<file path="src/rtl/pic_pkg.sv">
package pic_pkg;
  typedef enum logic [1:0] {
    SEL_PEND = 2'd0,
    SEL_INSV = 2'd1,
    SEL_MASK = 2'd2,
    SEL_OVF  = 2'd3
  } reg_sel_e;
endpackage

</file>
<file path="src/rtl/pic_edge_sync.sv">
module pic_edge_sync (
  input  logic clk,
  input  logic rst_n,
  input  logic din,
  output logic rise
);
  logic meta_q, sync_q, last_q;

  always_ff @(posedge clk) begin
    if (!rst_n) begin
      meta_q <= 1'b0;
      sync_q <= 1'b0;
      last_q <= 1'b0;
    end else begin
      meta_q <= din;
      sync_q <= meta_q;
      last_q <= sync_q;
    end
  end

  assign rise = sync_q & ~last_q;
endmodule

</file>
<file path="src/rtl/pic_scan.sv">
module pic_scan #(
  parameter int N     = 8,
  parameter int IDX_W = 3
) (
  input  logic [N-1:0]     pend,
  input  logic [N-1:0]     isr,
  input  logic [N-1:0]     mask,
  output logic [N-1:0]     win_oh,
  output logic [IDX_W-1:0] win_idx,
  output logic             deliver,
  output logic [N-1:0]     eoi_oh
);
  function automatic logic [N-1:0] lowest_set(input logic [N-1:0] v);
    return v & (~v + 1'b1);
  endfunction

  function automatic logic [IDX_W-1:0] oh_index(input logic [N-1:0] oh);
    logic [IDX_W-1:0] idx;
    idx = '0;
    for (int k = 0; k < N; k++)
      if (oh[k]) idx = IDX_W'(k);
    return idx;
  endfunction

  logic [N-1:0] stop_vec, stop_oh;

  assign stop_vec = isr | (pend & ~mask);
  assign stop_oh  = lowest_set(stop_vec);
  assign deliver  = |(stop_oh & ~isr);
  assign win_oh   = deliver ? stop_oh : '0;
  assign win_idx  = oh_index(win_oh);
  assign eoi_oh   = lowest_set(isr);
endmodule

</file>
<file path="src/rtl/prio_intc.sv">
module prio_intc #(
  parameter int N_LINES  = 8,
  parameter int VEC_W    = 8,
  parameter int VEC_BASE = 32
) (
  input  logic               clk,
  input  logic               rst_n,
  input  logic [N_LINES-1:0] irq_req,
  output logic               irq,
  output logic [VEC_W-1:0]   vector,
  input  logic               ack,
  input  logic               eoi,
  input  logic [1:0]         reg_addr,
  input  logic               reg_wr,
  input  logic [N_LINES-1:0] reg_wdata,
  output logic [N_LINES-1:0] reg_rdata
);
  import pic_pkg::*;

  localparam int IDX_W = (N_LINES > 1) ? $clog2(N_LINES) : 1;

  function automatic logic [VEC_W-1:0] vec_of(input logic [IDX_W-1:0] idx);
    return VEC_W'(VEC_BASE) + VEC_W'(idx);
  endfunction

  logic [N_LINES-1:0] pend_q, isr_q, mask_q, ovf_q;
  logic [N_LINES-1:0] rise_vec, win_oh, eoi_oh;
  logic [N_LINES-1:0] ack_clr, eoi_clr, pend_kept, drop_vec;
  logic [IDX_W-1:0]   win_idx;
  logic               deliver, ack_take;

  for (genvar g = 0; g < N_LINES; g++) begin : g_sync
    pic_edge_sync u_sync (
      .clk  (clk),
      .rst_n(rst_n),
      .din  (irq_req[g]),
      .rise (rise_vec[g])
    );
  end

  pic_scan #(.N(N_LINES), .IDX_W(IDX_W)) u_scan (
    .pend   (pend_q),
    .isr    (isr_q),
    .mask   (mask_q),
    .win_oh (win_oh),
    .win_idx(win_idx),
    .deliver(deliver),
    .eoi_oh (eoi_oh)
  );

  assign ack_take  = ack & deliver;
  assign ack_clr   = ack_take ? win_oh : '0;
  assign eoi_clr   = eoi ? eoi_oh : '0;
  assign pend_kept = pend_q & ~ack_clr;
  assign drop_vec  = rise_vec & pend_kept;

  always_ff @(posedge clk) begin
    if (!rst_n) begin
      pend_q <= '0;
      isr_q  <= '0;
      ovf_q  <= '0;
      mask_q <= '1;
    end else begin
      pend_q <= pend_kept | rise_vec;
      isr_q  <= (isr_q & ~eoi_clr) | ack_clr;
      ovf_q  <= ovf_q | drop_vec;
      if (reg_wr && reg_sel_e'(reg_addr) == SEL_MASK)
        mask_q <= reg_wdata;
    end
  end

  assign irq    = deliver;
  assign vector = deliver ? vec_of(win_idx) : '0;

  always_comb begin
    unique case (reg_sel_e'(reg_addr))
      SEL_PEND: reg_rdata = pend_q;
      SEL_INSV: reg_rdata = isr_q;
      SEL_MASK: reg_rdata = mask_q;
      default:  reg_rdata = ovf_q;
    endcase
  end
endmodule

</file>
<file path="config.mk">
export PLATFORM = sky130hd
export DESIGN_NAME = prio_intc
export DESIGN_NICKNAME = d
export VERILOG_FILES = /design/src/rtl/pic_pkg.sv /design/src/rtl/pic_edge_sync.sv /design/src/rtl/pic_scan.sv /design/src/rtl/prio_intc.sv
export SDC_FILE = /design/constraint.sdc
export NUM_CORES = 1
export LEC_CHECK = 0
export BUFFER_PORTS_ARGS = -buffer_cell sky130_fd_sc_hd__buf_2
export CAP_MARGIN = 10
export CORE_UTILIZATION = 53
export DETAILED_ROUTE_END_ITERATION = 8
export PLACE_DENSITY = 0.73
export RECOVER_POWER = 25
export REMOVE_ABC_BUFFERS = 1
export SYNTH_ARGS = -nofsm -noshare
export SYNTH_HDL_FRONTEND = slang
export SYNTH_SLANG_ARGS = --single-unit
export TNS_END_PERCENT = 100
</file>
<file path="constraint.sdc">
create_clock -name clk -period 4.23 [get_ports clk]
set_input_delay 0.423 -clock clk [delete_from_list [all_inputs] [get_ports clk]]
set_output_delay 0.423 -clock clk [all_outputs]
set_load 0.01 [all_outputs]
</file>
==> results.ini, run 1 <==
[critical_path]
critPathLaunchType=flip-flop
regToRegStartpoint=pend_q[0]$_SDFF_PN0_
path_max_fanout=11
crit_arrival_ns=2.53
cp_data_required_time_ns=3.81
critical_path_class=flip-flop to output pin
crit_path_end_kind=output pin
startpoint=pend_q[0]$_SDFF_PN0_

[timing]
layout_setup_ws_ns=1.28
relSlewSlack_pct=-38.9
period_share_pct=69.8
min_period_ns=2.95
max_freq_ghz=0.339
setup_viol=0
clock_skew_ns=0.0104
hold_viol=0
holdWs_ns=0.317
rsz0062_at_grt=false
finalMaxSlewViolations=60
tns_ns=0
worst_slew_pin_slew_ns=2.08

[die]
start_util_pct=56.9
die-area_mm2=0.00508
die_w_um=71.3
io_pins=40
rows=24
die_h_um=71.3
fp.coreArea_mm2=0.00447

[logic_synthesis]
netlist.area_leader.share_pct=44.1
synth-seq-cells=56
ys_types=51
yosysSeqAreaShare_pct=44.1
syn_area_mm2=0.00254
syn_area_per_cell_um2=9.71
synthCells=262
yosysWarnings=0
synth.area.top_cells=dfxtp_1 44%, mux4_2 7.1%, and2_1 5.9%, nor2b_1 3.2%, nand2_1 3.1%
synth_top_cell_by_area=dfxtp_1

[cells_and_area]
n_fill_cell=402
drive_gt1_share_pct=21.3
final_cells=343
antennaDiodeCount=0
nets=314
fin_util_pct=62.2
post-route-cell-area_mm2=0.00278
area_delta_synth_final_pct=9.35

[routing]
drt_iter0_markers=114
finalWirelength_mm=5.04
drc=4
ant_nets=0
first_pass_iters=6
wire_per_inst_um=14.7
vias_per_cell=5.78
dr_total_vias=1984

[clock_network]
clk_path_buf_depth=2
numCtsBuffers=5
ctsHtreeMaxLevel=2
cts_resized=0
cts_hold_buf=0
clk_pin_slew_worst_paths_ns=0.09
insertion_delay_ns=0.31
post_cts_buffers=0
cts_root_buf=clkbuf_8
cts_sinks=56
cts_tree=built

[placement]
post-dp-hpwl_mm=3.51
io_buffers=35
gp_congestion=0.817
dp_slack_ns=1.65
placedCellCount=336
placed_cell_area_mm2=0.00271

[power_and_ir_drop]
p_total_uw=921
vdd_drop_max_uv=230
p_leak_nw=1.20
power_density_mw_per_mm2=331

[global_routing]
grt_antenna_before_repair=0
grt_pass1_vias=1841
grt_pass1_wl_mm=8.49
gr-usage-all-layers_pct=21.5
grt_max_degree=60
overflow=0

[run_status]
status=finished, violations left
violations=DRC, capacitance limit, slew limit

[run]
cap_violations=1

[min_path]
min_path_type=input port to flip-flop
min_from=reg_wdata[2]

[metal layers]
layer | wire [um] | up-vias | GRT usage [%]
met5 | 0 | - | 0
li1 | - | 986 | -
met4 | 97 | 0 | 7.33
met2 | 2250 | 59 | 34.3
met1 | 2460 | 929 | 28.9
met3 | 231 | 10 | 4.78
[worst max-delay path, cell delays in order (launching register included)]
cell and delay, ns:
dfxtp_1 0.34, nor2b_1 0.20, nor4_2 0.81, o21ai_0 0.42, a21o_1 0.25, o21ai_0 0.06
buf_2 0.15
[registers in the layout, indices dropped and copies added, names as in the netlist]
register              flops
mask_q                    8
pend_q                    8
isr_q                     8
g_sync.u_sync.last_q      8
g_sync.u_sync.sync_q      8
ovf_q                     8
g_sync.u_sync.meta_q      8
[layout make-up]
cell class | count | area, um^2 | area share, %
clock buffer | 6 | 72.6 | 2.61
clock inverter | 1 | 5.00 | 0.180
inverter | 5 | 18.8 | 0.675
multi-input combinational | 187 | 1320 | 47.5
sequential | 56 | 1120 | 40.3
tap | 52 | 65.1 | 2.34
timing repair buffer | 36 | 178 | 6.39
[cell usage after synthesis (all sizes together)]
master	n
dfxtp	56
and2	24
nand2	21
nor2	16
nand3	14
nor2b	13
o21ai	13
a21oi	12
buf	9
clkbuf	8
mux4	8
o31ai	8
a21o	6
a22o	6
and3	5
nand2b	5
inv	4
nand3b	4
nand4	3
nor4	2
o211ai	2
o2bb2ai	2
o311ai	2
or2	2
a211oi	1
a22oi	1
a41oi	1
and3b	1
clkinv	1
conb	1
nand4b	1
nor3	1
nor3b	1
o2111ai	1
o21a	1
o21bai	1
o311a	1
o32ai	1
or2b	1
or3	1
or3b	1
[placed cells by master, fill, tap and decap left out, types with 4 or more instances in the layout]
cell	n
a21o_1	6
a21oi_1	10
a22o_1	6
and2_1	21
and3_1	5
buf_2	34
clkbuf_8	5
conb_1	4
dfxtp_1	56
inv_1	4
mux4_2	8
nand2_1	21
nand2b_1	5
nand3_1	14
nand3b_1	4
nor2_1	16
nor2b_1	13
o21ai_0	11
o31ai_2	4
[where the power goes]
group	internal, mW	total, mW	switching [mW]
combinational	0.0419	0.0922	0.0503
sequential	0.546	0.557	0.0107
clock	0.113	0.272	0.159
total	0.701	0.921	0.220
[cells by family after synthesis]
group / count (synthesis) / synth area share (%)
AND/OR/NAND/NOR: 116 / 26.3
AO/OA/AOI/OAI: 59 / 18.0
flip-flops: 56 / 44.1
buffers and inverters: 22 / 4.43
multiplexers: 8 / 7.08
other: 1 / 0.147
[path summary, 6_finish.rpt]
kind | to | slack, ns | cells after the start
worst min-delay path | mask_q[2]$_SDFFE_PN1P_ | 0.32 | 3
worst max register to register | isr_q[4]$_SDFF_PN0_ | 1.77 | 5
worst max-delay path | vector[1] | 1.28 | 6
worst min register to register | g_sync[0].u_sync.sync_q$_SDFF_PN0_ | 0.44 | 1
Power figures use the tool's default switching activity.
==> run 2: changes to the inputs <==
--- a/config.mk
+++ b/config.mk
@@ -7,7 +7,7 @@
 export LEC_CHECK = 0
 export BUFFER_PORTS_ARGS = -buffer_cell sky130_fd_sc_hd__buf_2
 export CAP_MARGIN = 10
-export CORE_UTILIZATION = 53
+export CORE_UTILIZATION = 50
 export DETAILED_ROUTE_END_ITERATION = 8
 export PLACE_DENSITY = 0.73
 export RECOVER_POWER = 25
==> constraint.sdc (replaced) <==
create_clock -name clk -period 2.61 [get_ports clk]
set_input_delay 0.261 -clock clk [delete_from_list [all_inputs] [get_ports clk]]
set_output_delay 0.261 -clock clk [all_outputs]
set_load 0.01 [all_outputs]
==> results.ini, run 2 (synthesis results as in run 1) <==
[run_status]
status=finished clean

[routing]
drc=0  ; -4
wire_per_inst_um=14.7  ; -0.16%
first_pass_iters=4  ; -2
vias_per_cell=5.52  ; -4.6%
drt_iter0_markers=124  ; +8.8%
dr_total_vias=1986  ; +0.10%
finalWirelength_mm=5.28  ; +4.8%
ant_nets=0  ; unchanged

[die]
io_pins=40  ; unchanged
rows=25  ; +4.2%
die-area_mm2=0.00538  ; +5.8%
die_h_um=73.3  ; +2.9%
start_util_pct=52.8  ; -4.0 points
fp.coreArea_mm2=0.00482  ; +7.7%
die_w_um=73.3  ; +2.9%

[clock_network]
insertion_delay_ns=0.31  ; about the same
cts_resized=0  ; unchanged
cts_hold_buf=0  ; unchanged
ctsHtreeMaxLevel=2  ; unchanged
clk_path_buf_depth=2  ; unchanged
post_cts_buffers=0  ; unchanged
cts_tree=built
numCtsBuffers=5  ; unchanged
cts_sinks=56  ; unchanged
cts_root_buf=clkbuf_8
clk_pin_slew_worst_paths_ns=0.09  ; about the same

[timing]
hold_viol=0  ; unchanged
tns_ns=0  ; unchanged
relSlewSlack_pct=20.6  ; +60 points
max_freq_ghz=0.415
finalMaxSlewViolations=0  ; -100%
holdWs_ns=0.153  ; -0.164 ns
period_share_pct=92.3
min_period_ns=2.41
worst_slew_pin_slew_ns=1.19  ; -0.893 ns
clock_skew_ns=0.00924  ; -0.00116 ns
setup_viol=0  ; unchanged
rsz0062_at_grt=false

[cells_and_area]
fin_util_pct=58.4  ; -3.7 points
n_fill_cell=455  ; +13%
drive_gt1_share_pct=21.8  ; +0.54 points
antennaDiodeCount=0  ; unchanged
post-route-cell-area_mm2=0.00282  ; +1.2%
layout_common_cells=56 x dfxtp_1, 34 x buf_2, 21 x nand2_1
area_delta_synth_final_pct=10.7
layout_commonest_cell=dfxtp_1
nets=316  ; +0.64%

[power_and_ir_drop]
seq_power_share_pct=60.4  ; about the same
vdd_drop_max_uv=294  ; +28%
p_int_mw=1.14  ; +62%
p_switching_uw=357  ; +62%
p_leak_nw=1.20  ; +0.47%
share_comb_of_total_power_pct=10.2  ; +0.2 points
power_density_mw_per_mm2=530  ; +60%
power_frac_clock_pct=29.4  ; -0.2 points
swShare_pct=23.9  ; -0.036 points

[global_routing]
grt_max_degree=33  ; -45%
overflow=0  ; unchanged
grt_pass1_wl_mm=8.69  ; +2.4%
grt_pass1_vias=1836  ; -0.27%
gr-usage-all-layers_pct=21.5  ; +0.039 points
grt_antenna_before_repair=0  ; unchanged

[critical_path]
crit_arrival_ns=2.15  ; -0.38 ns
worst-path-buf-inv=1  ; unchanged
cp_top_family=simple AND/OR/NAND/NOR gates
critical_path_class=flip-flop to output pin
path_max_fanout=7  ; -4
critPathLaunchType=flip-flop
cp_slowest_cell=nor3b_4
cp_data_required_time_ns=2.35  ; -1.46 ns
cp_slowest_stage_delay_ns=0.38  ; -0.43 ns
path_cells=or2_0 > nor3b_4 > nand2_1 > o21ai_1 > o2bb2ai_1 > buf_2
crit_path_end_kind=output pin

[min_path]
min_path_type=input port to flip-flop

[placement]
placed_cell_area_mm2=0.00274  ; +1.2%
gp_congestion=0.955  ; +17%
post-dp-hpwl_mm=3.79  ; +7.9%
io_buffers=35  ; unchanged

[run]
cap_violations=0  ; -1

==> run 2: worst register-to-register path, cell delays in order, from the launching register on <==
cell and delay [ns]:
dfxtp_1 0.42, or2_0 0.38, o2bb2ai_1 0.19, o311ai_2 0.30
o21a_1 0.30, buf_4 0.23, o31ai_1 0.10
==> run 2: power by group through the flow <==
stage	combinational [mW]	sequential, mW	clock (mW)
3_3_place_gp	0.151	0.920	0
4_1_cts	0.154	0.902	0.449
6_report	0.153	0.902	0.439
3_5_place_dp	0.153	0.922	0
2_1_floorplan	0.0891	0.916	0
5_1_grt	0.169	0.906	0.482
==> run 2: per-layer routing <==
| layer | vias to the layer above | wire, um | GRT usage (%) |
|---|---|---|---|
| li1 | 981 | - | - |
| met4 | 0 | 91 | 6.62 |
| met5 | - | 0 | 0 |
| met3 | 11 | 216 | 4.12 |
| met2 | 52 | 2490 | 34.4 |
| met1 | 942 | 2490 | 29.6 |
==> run 2: final timing paths <==
path,startpoint,end,slack [ns],depth (start not counted)
min,irq_req[6],g_sync[6].u_sync.meta_q$_SDFF_PN0_,0.15,2
min reg2reg,g_sync[2].u_sync.meta_q$_SDFF_PN0_,g_sync[2].u_sync.sync_q$_SDFF_PN0_,0.43,1
max,isr_q[2]$_SDFF_PN0_,vector[0],0.20,6
max reg2reg,isr_q[2]$_SDFF_PN0_,isr_q[7]$_SDFF_PN0_,0.56,6
==> run 2: metrics by stage <==
step | total power [mW] | instances | setup slack [ns]
3_5_place_dp | 1.08 | 353 | 0.585
3_3_place_gp | 1.07 | 353 | 0.634
6_report | 1.49 | 360 | 0.200
5_1_grt | 1.56 | 360 | 0.0290
4_1_cts | 1.51 | 360 | 0.232
2_1_floorplan | 1.00 | 248 | 0.426
==> run 2: area by class of cell <==
| class | instances | area [um^2] | share of cell area [%] |
|---|---|---|---|
| multi-input cells | 187 | 1320 | 46.9 |
| repair buffers | 38 | 193 | 6.84 |
| flip-flops and latches | 56 | 1120 | 39.8 |
| clock buffers | 6 | 72.6 | 2.58 |
| well taps | 67 | 83.8 | 2.98 |
| inverters | 5 | 18.8 | 0.667 |
| clock inverters | 1 | 5.00 | 0.178 |
==> run 3: changes to the inputs <==
--- a/config.mk
+++ b/config.mk
@@ -9,6 +9,7 @@
 export CAP_MARGIN = 10
 export CORE_UTILIZATION = 50
 export DETAILED_ROUTE_END_ITERATION = 8
+export MAX_ROUTING_LAYER = met4
 export PLACE_DENSITY = 0.73
 export RECOVER_POWER = 25
 export REMOVE_ABC_BUFFERS = 1
==> results.ini, run 3 (synthesis results as in run 1) <==
[clock_network]
clk_path_buf_depth=2  ; unchanged
cts_sinks=56  ; unchanged
post_cts_buffers=0  ; unchanged
cts_tree=built
clk_pin_slew_worst_paths_ns=0.10  ; about the same
cts_resized=0  ; unchanged
ctsHtreeMaxLevel=2  ; unchanged
insertion_delay_ns=0.31  ; about the same
cts_hold_buf=0  ; unchanged
cts_root_buf=clkbuf_8
numCtsBuffers=5  ; unchanged

[routing]
drc=0  ; unchanged
wire_per_inst_um=14.3  ; -2.6%
first_pass_iters=4  ; unchanged
finalWirelength_mm=5.17  ; -2.0%
ant_nets=0  ; unchanged
dr_total_vias=1989  ; +0.15%
vias_per_cell=5.49  ; -0.40%
drt_iter0_markers=153  ; +23%

[die]
die-area_mm2=0.00538  ; unchanged
die_h_um=73.3  ; unchanged
fp.coreArea_mm2=0.00482  ; unchanged
io_pins=40  ; unchanged
start_util_pct=52.8  ; unchanged
die_w_um=73.3  ; unchanged
rows=25  ; unchanged

[timing]
clock_skew_ns=0.00922  ; -0.0000288 ns
period_share_pct=92.3  ; about the same
relSlewSlack_pct=31.4  ; +11 points
finalMaxSlewViolations=0  ; unchanged
worst_slew_pin_slew_ns=1.03  ; -0.162 ns
rsz0062_at_grt=false
holdWs_ns=0.140  ; -0.0129 ns
max_freq_ghz=0.415  ; about the same
setup_viol=0  ; unchanged
hold_viol=0  ; unchanged
tns_ns=0  ; unchanged
layout_setup_ws_ns=0.200  ; -0.000159 ns
min_period_ns=2.41  ; +0.000159 ns

[power_and_ir_drop]
p_total_mw=1.55  ; +3.8%
vdd_drop_max_uv=317  ; +7.8%
power_frac_clock_pct=32.0  ; +2.6 points
seq_power_share_pct=58.1  ; -2.3 points
p_leak_nw=1.22  ; +1.2%
p_switching_uw=384  ; +7.6%
swShare_pct=24.7  ; +0.86 points
p_int_mw=1.17  ; +2.7%
power_density_mw_per_mm2=547  ; +3.1%
share_comb_of_total_power_pct=9.8  ; -0.4 points

[critical_path]
reg2regPathDepth=6  ; unchanged
rrSetupSlack_ns=0.56  ; about the same
regToRegStartpoint=isr_q[2]$_SDFF_PN0_
critical_path_class=flip-flop to output pin
critPathLaunchType=flip-flop
cp_data_required_time_ns=2.35  ; about the same
crit_path_end_kind=output pin
crit_arrival_ns=2.15  ; about the same
regToRegEndpoint=isr_q[7]$_SDFF_PN0_
path_max_fanout=7  ; unchanged

[global_routing]
gr-usage-all-layers_pct=21.7  ; +0.23 points
grt_max_degree=31  ; -6.1%
overflow=0  ; unchanged
grt_antenna_before_repair=0  ; unchanged
grt_pass1_wl_mm=8.56  ; -1.5%
grt_pass1_vias=1764  ; -3.9%

[run_status]
status=finished clean

[cells_and_area]
nets=317  ; +0.32%
multi_input_area_mm2=0.00132  ; unchanged
area_delta_synth_final_pct=11.4
layout_common_cells=56 x dfxtp_1, 34 x buf_2, 22 x and2_1
layout_commonest_cell=dfxtp_1
antennaDiodeCount=0  ; unchanged
drive_gt1_share_pct=22.4  ; +0.53 points
final_cells=362  ; +0.56%
seq_area_mm2=0.00112  ; unchanged
n_fill_cell=461  ; +1.3%

[placement]
post-dp-hpwl_mm=3.67  ; -3.1%
placedCellCount=354  ; +0.28%
dp_slack_ns=0.581  ; -0.00382 ns
io_buffers=35  ; unchanged
gp_congestion=0.936  ; -2.0%

[min_path]
min_path_type=input port to flip-flop
min_from=irq_req[1]
hold_depth=2  ; unchanged
min_to=g_sync[1].u_sync.meta_q$_SDFF_PN0_

[run]
cap_violations=0  ; unchanged

[run 3: cell count changes in the layout (fill, tap and decap cells not counted)]
cell	before	now
clkbuf_8	5	6
clkinv_2	1	2
and2_1	18	22
and2_0	6	2
[run 3: cell type report]
type                       count  share of cell area [%]
sequential                    56                    39.6
clock buffer                   6                    2.91
inverter                       5                   0.662
timing repair buffer          39                    6.93
tap                           67                    2.96
multi-input combinational    187                    46.6
clock inverter                 2                   0.353
[run 3: worst max-delay path by stage]
| stage | start | end | slack, ns | cells after the start |
|---|---|---|---|---|
| after global placement | isr_q[2]$_SDFF_PN0_ | vector[0] | 0.64 | 6 |
| final | isr_q[2]$_SDFF_PN0_ | vector[0] | 0.20 | 6 |
| after floorplan | pend_q[0]$_SDFF_PN0_ | vector[0] | 0.43 | 5 |
| after global routing | isr_q[2]$_SDFF_PN0_ | vector[0] | 0.07 | 6 |
| after CTS | isr_q[2]$_SDFF_PN0_ | vector[0] | 0.21 | 6 |
| after detailed placement | isr_q[2]$_SDFF_PN0_ | vector[0] | 0.58 | 6 |
[run 3: layer usage]
| metal | vias up | GRT usage (%) | wire length, um |
|---|---|---|---|
| li1 | 988 | - | - |
| met1 | 947 | 29.8 | 2520 |
| met2 | 49 | 31.8 | 2330 |
| met3 | 5 | 4.53 | 252 |
| met4 | 0 | 7.91 | 63 |
| met5 | - | - | 0 |
[run 3: metrics by stage]
step	area [um^2]	util (%)
6_report	2830	58.8
3_3_place_gp	2750	57.1
3_5_place_dp	2750	57.1
5_1_grt	2830	58.8
2_1_floorplan	2460	-
4_1_cts	2840	59.0
[run 3: power by group through the flow]
stage | Combinational (mW) | Clock, mW | Sequential, mW
floorplan | 0.0891 | 0 | 0.916
CTS | 0.155 | 0.508 | 0.901
global route | 0.168 | 0.546 | 0.906
detailed placement | 0.154 | 0 | 0.921
finish | 0.152 | 0.497 | 0.901
global placement | 0.152 | 0 | 0.920
[run 3: critical path, cell delays in order, from the launching register on]
cell and delay, ns:
dfxtp_1 0.37, or2_0 0.38, nor3b_4 0.38, nand2_1 0.14
o21ai_1 0.25, o2bb2ai_1 0.16, buf_2 0.16
